### src/rtl/hs_mbx_pkg.sv
package hs_mbx_pkg;
  typedef enum logic [1:0] {
    RA_PORTB = 2'd0,
    RA_SHIFT = 2'd1,
    RA_MODE  = 2'd2,
    RA_FLAG  = 2'd3
  } reg_addr_e;

  localparam int DW        = 8;
  localparam int REQ_BIT   = 3;
  localparam int ACK_BIT   = 4;
  localparam int BUSY_BIT  = 5;
  localparam int DIR_BIT   = 4;
  localparam int FCLR_BIT  = 2;
  localparam logic [DW-1:0] PORTB_IDLE = 8'hFF;
endpackage

### src/rtl/hs_mbx_hsk.sv
module hs_mbx_hsk
  import hs_mbx_pkg::*;
(
  input  logic          clk_i,
  input  logic          rst_ni,
  input  logic          wr_i,
  input  logic [DW-1:0] wdata_i,
  output logic [DW-1:0] host_bits_o,
  output logic          open_o,
  output logic          step_o,
  output logic          close_o
);
  logic [DW-1:0] bits_q;
  logic          pair_diff;

  assign pair_diff = wdata_i[BUSY_BIT:ACK_BIT] != bits_q[BUSY_BIT:ACK_BIT];
  assign open_o    = wr_i && !wdata_i[BUSY_BIT] && bits_q[BUSY_BIT];
  assign close_o   = wr_i && wdata_i[BUSY_BIT] && !bits_q[BUSY_BIT];
  assign step_o    = wr_i && !wdata_i[BUSY_BIT] && pair_diff;
  assign host_bits_o = bits_q;

  always_ff @(posedge clk_i or negedge rst_ni) begin
    if (!rst_ni) bits_q <= PORTB_IDLE;
    else if (wr_i) bits_q <= wdata_i;
  end
endmodule

### src/rtl/hs_mbx_outbuf.sv
module hs_mbx_outbuf #(
  parameter int DEPTH = 16,
  parameter int DW    = 8,
  localparam int AW   = $clog2(DEPTH),
  localparam int CW   = $clog2(DEPTH + 1)
) (
  input  logic          clk_i,
  input  logic          rst_ni,
  input  logic          clr_i,
  input  logic          push_i,
  input  logic [DW-1:0] data_i,
  input  logic [AW-1:0] raddr_i,
  output logic [DW-1:0] rdata_o,
  output logic [CW-1:0] count_o,
  output logic          accept_o
);
  logic [DW-1:0] mem_q [DEPTH];
  logic [CW-1:0] cnt_q, cnt_eff;

  assign cnt_eff  = clr_i ? '0 : cnt_q;
  assign accept_o = push_i && (cnt_eff < CW'(DEPTH));
  assign count_o  = cnt_q;
  assign rdata_o  = mem_q[raddr_i];

  always_ff @(posedge clk_i or negedge rst_ni) begin
    if (!rst_ni) cnt_q <= '0;
    else         cnt_q <= accept_o ? cnt_eff + CW'(1) : cnt_eff;
  end

  for (genvar i = 0; i < DEPTH; i++) begin : g_ent
    always_ff @(posedge clk_i or negedge rst_ni) begin
      if (!rst_ni) mem_q[i] <= '0;
      else if (accept_o && cnt_eff == CW'(i)) mem_q[i] <= data_i;
    end
  end
endmodule

### src/rtl/hs_mbx_inbuf.sv
module hs_mbx_inbuf #(
  parameter int DEPTH = 128,
  parameter int DW    = 8,
  localparam int AW   = $clog2(DEPTH),
  localparam int LW   = $clog2(DEPTH + 1)
) (
  input  logic          clk_i,
  input  logic          rst_ni,
  input  logic          we_i,
  input  logic [AW-1:0] waddr_i,
  input  logic [DW-1:0] wdata_i,
  input  logic          go_i,
  input  logic [LW-1:0] len_i,
  input  logic          clr_i,
  input  logic          pop_i,
  output logic [DW-1:0] rdata_o,
  output logic          accept_o,
  output logic          req_n_o
);
  logic [DW-1:0] mem_q [DEPTH];
  logic [LW-1:0] idx_q, idx_eff, len_q;
  logic          req_n_q;

  assign idx_eff  = clr_i ? '0 : idx_q;
  assign accept_o = pop_i && !go_i && (idx_eff < len_q);
  assign rdata_o  = mem_q[idx_eff[AW-1:0]];
  assign req_n_o  = req_n_q;

  always_ff @(posedge clk_i) begin
    if (we_i) mem_q[waddr_i] <= wdata_i;
  end

  always_ff @(posedge clk_i or negedge rst_ni) begin
    if (!rst_ni) begin
      idx_q   <= '0;
      len_q   <= '0;
      req_n_q <= 1'b1;
    end else if (go_i) begin
      idx_q   <= '0;
      len_q   <= (len_i > LW'(DEPTH)) ? LW'(DEPTH) : len_i;
      req_n_q <= 1'b0;
    end else begin
      idx_q <= accept_o ? idx_eff + LW'(1) : idx_eff;
      if (accept_o && (idx_eff + LW'(1) >= len_q)) req_n_q <= 1'b1;
    end
  end
endmodule

### src/rtl/hs_byte_mailbox.sv
module hs_byte_mailbox
  import hs_mbx_pkg::*;
#(
  parameter int OUT_DEPTH = 16,
  parameter int IN_DEPTH  = 128
) (
  input  logic                           clk_i,
  input  logic                           rst_ni,
  input  logic                           reg_we_i,
  input  logic [1:0]                     reg_addr_i,
  input  logic [7:0]                     reg_wdata_i,
  output logic [7:0]                     portb_o,
  output logic [7:0]                     shift_o,
  output logic                           sr_irq_o,
  output logic                           pkt_rcvd_o,
  output logic [$clog2(OUT_DEPTH+1)-1:0] out_count_o,
  input  logic [$clog2(OUT_DEPTH)-1:0]   out_raddr_i,
  output logic [7:0]                     out_rdata_o,
  input  logic                           in_we_i,
  input  logic [$clog2(IN_DEPTH)-1:0]    in_waddr_i,
  input  logic [7:0]                     in_wdata_i,
  input  logic                           in_go_i,
  input  logic [$clog2(IN_DEPTH+1)-1:0]  in_len_i
);
  logic [DW-1:0] host_bits, in_rdata;
  logic          hs_open, hs_step, hs_close;
  logic          push_ok, pop_ok, req_n;
  logic          dir_out_q, flag_q, pkt_q;
  logic [DW-1:0] sr_q;
  logic          wr_portb, wr_shift, wr_mode, wr_flag;

  assign wr_portb = reg_we_i && reg_addr_i == RA_PORTB;
  assign wr_shift = reg_we_i && reg_addr_i == RA_SHIFT;
  assign wr_mode  = reg_we_i && reg_addr_i == RA_MODE;
  assign wr_flag  = reg_we_i && reg_addr_i == RA_FLAG;

  hs_mbx_hsk u_hsk (
    .clk_i, .rst_ni,
    .wr_i(wr_portb), .wdata_i(reg_wdata_i),
    .host_bits_o(host_bits),
    .open_o(hs_open), .step_o(hs_step), .close_o(hs_close)
  );

  hs_mbx_outbuf #(.DEPTH(OUT_DEPTH), .DW(DW)) u_out (
    .clk_i, .rst_ni,
    .clr_i(hs_open), .push_i(hs_step && dir_out_q), .data_i(sr_q),
    .raddr_i(out_raddr_i), .rdata_o(out_rdata_o),
    .count_o(out_count_o), .accept_o(push_ok)
  );

  hs_mbx_inbuf #(.DEPTH(IN_DEPTH), .DW(DW)) u_in (
    .clk_i, .rst_ni,
    .we_i(in_we_i), .waddr_i(in_waddr_i), .wdata_i(in_wdata_i),
    .go_i(in_go_i), .len_i(in_len_i),
    .clr_i(hs_open), .pop_i(hs_step && !dir_out_q),
    .rdata_o(in_rdata), .accept_o(pop_ok), .req_n_o(req_n)
  );

  always_ff @(posedge clk_i or negedge rst_ni) begin
    if (!rst_ni) begin
      dir_out_q <= 1'b0;
      sr_q      <= '0;
      flag_q    <= 1'b0;
      pkt_q     <= 1'b0;
    end else begin
      if (wr_mode) dir_out_q <= reg_wdata_i[DIR_BIT];
      if (pop_ok)        sr_q <= in_rdata;
      else if (wr_shift) sr_q <= reg_wdata_i;
      // set beats clear
      if (push_ok || pop_ok || hs_close || in_go_i) flag_q <= 1'b1;
      else if (wr_flag && reg_wdata_i[FCLR_BIT])    flag_q <= 1'b0;
      pkt_q <= hs_close && (out_count_o != '0);
    end
  end

  always_comb begin
    portb_o          = host_bits;
    portb_o[REQ_BIT] = req_n;
  end
  assign shift_o    = sr_q;
  assign sr_irq_o   = flag_q;
  assign pkt_rcvd_o = pkt_q;
endmodule

### config.mk
export PLATFORM = sky130hd
export DESIGN_NAME = hs_byte_mailbox
export DESIGN_NICKNAME = d
export VERILOG_FILES = /design/src/rtl/hs_mbx_pkg.sv /design/src/rtl/hs_mbx_hsk.sv /design/src/rtl/hs_mbx_outbuf.sv /design/src/rtl/hs_mbx_inbuf.sv /design/src/rtl/hs_byte_mailbox.sv
export SDC_FILE = /design/constraint.sdc
export NUM_CORES = 2
export LEC_CHECK = 0
export BUFFER_PORTS_ARGS = -buffer_cell sky130_fd_sc_hd__clkbuf_2
export CAP_MARGIN = 20
export CORE_ASPECT_RATIO = 0.8
export CORE_UTILIZATION = 38
export CTS_BUF_LIST = sky130_fd_sc_hd__clkbuf_8
export DETAILED_ROUTE_END_ITERATION = 10
export RECOVER_POWER = 25
export SYNTH_ARGS = -nofsm -noshare
export SYNTH_HDL_FRONTEND = slang
export SYNTH_SLANG_ARGS = --single-unit
### constraint.sdc
create_clock -name clk_i -period 4.05 [get_ports clk_i]
set_input_delay 0.2025 -clock clk_i [delete_from_list [all_inputs] [get_ports clk_i]]
set_output_delay 0.2025 -clock clk_i [all_outputs]
set_load 0.01 [all_outputs]
==> metrics.txt <==
status finished with violations; failing checks capacitance limit, slew limit; clk sinks 1192; Initial Utilization 0.385; fmax 0.257 GHz; first-pass GRT wire length 203000 um; Post-Syn Area 49300 sq um; leakage power 0.0190 uW; final wirelength 141000 um; detailed placement HPWL 88800 um; CTS Buffer Depth 3; core area 128000 sq um; FF+latch area 35000 sq um; fill count 11400; Via density 5.75; nets 3432; CP startpoint kind register; Mapped Avg Cell Area 15.9 sq um; vias in the first global route 28800; CP Max Fanout 20; Worst Setup Slack, final 0.154 ns; initial antenna violation count 7; Max Cap Violations 8; Setup crit end kind register; Residual DRC 0; number of placed instances, taps included 4851; critical path type reg -> reg; minimum clock period 3.90 ns; Slew headroom -1.40; Mapped Nets 3162; root buf cell clkbuf_8; P&R area growth vs syn 13.8%; initial drt markers 3777; Pwr Density 426 nW/um^2; most common cell after layout, fill and taps aside edfxtp_1; share of Yosys cell area claimed by the top area cell type 0.624; die height 324 um; synthesized instance count 3100; Buffers on Ports 72; synth unique cells 74; RSZ-0062 raised after global routing false; H-tree levels 4; routed len/inst 26.9 um; Hold Violations, Final 0; final setup fails 0; largest net degree at the start of global routing 129; VDD IR max 0.289 mV; die width 405 um; worst slack, placed 0.466 ns; Register-to-Register Setup Slack 0.15 ns; I/O Pins 73; gr ovfl total 0; GRT Total Usage 0.214; full die area 131000 sq um; worst skew pair latency 0.89 ns; clk slew on worst S/H paths 0.07 ns; setup bufs post-CTS 0; clock skew 0.0433 ns; CP required 4.80 ns; most frequent cells in the layout 1024 x edfxtp_1, 232 x nor2_1, 197 x mux2_2, 186 x clkbuf_8, 167 x a21oi_1; drt pass-1 iters 8; Worst Path Arrival 4.64 ns; share of cells above drive strength 1 0.221; multi-input logic area 13200 sq um; CTS Buf Count 179; Seq cells post-synth 1192; Setup TNS 0 ns; Post-synth ARST share 0.141; final-report max-slew violation count 551; PostCTS Resize Cnt 0; routability cong. 0.925; worst min path class in -> reg; Post-synth top flop edfxtp_1; actual slew at the worst max-slew pin 3.59 ns; via count 30100; number of placement rows 117; top post-synthesis cells by area edfxtp_1 62%, dfrtp_1 8.1%, mux4_2 4.8%; post-route ant nets 0; Ys Warns 0; Tcrit/Tclk final 0.962; Finished Layout Cells 5234; Post-synth EDFFs 1024; sequential fraction of the synthesis area 0.710; Synth area leader edfxtp_1; CTS tree done
## routing by layer
metal	track usage	part of all wire	vias up
met5	0	0.00034	-
li1	-	-	12800
met2	0.303	0.43	1529
met1	0.313	0.44	15500
met3	0.0613	0.11	214
met4	0.0677	0.023	8
## per-stage QoR
step / util / area, sq um / total power [uW] / hold slack, ns
floorplan: - / 49300 / 14300 / -0.0931
global placement: 0.408 / 52300 / 14900 / 0.400
detailed placement: 0.408 / 52300 / 15000 / 0.399
CTS: 0.438 / 56100 / 24000 / 0.000877
global route: 0.438 / 56100 / 24700 / 0.107
finish: 0.438 / 56100 / 23900 / 0.0819
## where the power goes
group / total [uW] / internal, uW / switching [uW]
clock: 9110 / 4420 / 4680
combinational: 1060 / 361 / 701
sequential: 13700 / 13500 / 210
total: 23900 / 18300 / 5590
## registers in the layout, indices dropped and copies added (netlist names), 5 cells and up
name               count
u_in.mem_q          1024
u_hsk.host_bits_o      7
shift_o                8
u_in.len_q             8
u_out.count_o          5
u_in.idx_q             8
u_out.mem_q          128
## critical path: stages, from the launching register on
cell and delay [ns]:
dfstp_2 0.59, nand2b_2 0.36, o21ai_4 0.32, inv_2 0.29, ha_1 0.39, o211ai_1 0.09, a21oi_1 0.35, nor2_2 0.09
buf_4 0.20, or4_1 0.51, dlygate4sd3_1 0.58
## cells by family (layout without fill, tap and decap cells)
group           count (synthesis)  in the layout  synth area share
flops                        1192           1192             0.710
compound gates                665            665            0.0913
simple gates                  492            492            0.0422
mux                           464            464             0.126
buf+inv                       251            658            0.0230
fa+ha+maj                      20             20           0.00508
xor+xnor                       16             16           0.00284
other cells                     0              2                 0
## synth_stat cells (13+ instances only)
master     number
edfxtp_1     1024
nor2_1        234
mux2_2        197
a21oi_1       167
mux2i_1       162
dfrtp_1       160
nand2_1       158
mux4_2        105
o21ai_0        92
clkbuf_1       85
o22ai_1        84
buf_2          74
o221ai_1       63
inv_1          44
a31oi_1        36
a221oi_1       35
nor2b_1        24
a211oi_1       22
o211ai_1       22
nand3_1        21
buf_4          20
ha_1           20
buf_1          18
a2111oi_0      17
nor3_1         17
a221o_1        14
a22oi_1        14
o31a_1         13
## cell type report
type / count / area share
Antenna cell: 2 / 0.0000893
Clock buffer: 185 / 0.0454
Clock inverter: 133 / 0.0118
Inverter: 49 / 0.00328
Multi-Input combinational cell: 1657 / 0.235
Sequential cell: 1192 / 0.624
Tap cell: 1725 / 0.0385
Timing Repair Buffer: 291 / 0.0417
## final timing paths
path / cells past startpoint / endpoint / from
min reg2reg: 1 / u_out.mem_q[42]$_DFFE_PN0P_ / u_out.mem_q[42]$_DFFE_PN0P_
max reg2reg: 10 / sr_irq_o$_DFFE_PN0P_ / u_hsk.host_bits_o[5]$_DFFE_PN1N_
max: 10 / sr_irq_o$_DFFE_PN0P_ / u_hsk.host_bits_o[5]$_DFFE_PN1N_
max in group asynchronous: 5 / u_in.req_n_o$_DFFE_PN1P_ / rst_ni
min: 4 / u_in.mem_q[86][2]$_DFFE_PP_ / in_waddr_i[1]
min in group asynchronous: 3 / u_out.mem_q[74]$_DFFE_PN0P_ / rst_ni
## repair_timing
| action | in CTS | in global routing |
|---|---|---|
| endpoints found under the hold margin | 414 | 21 |
| hold buffers | 60 | 1 |
| endpoints found under the setup margin | 0 | 0 |
No activity file was read; power rests on OpenSTA's default activity.
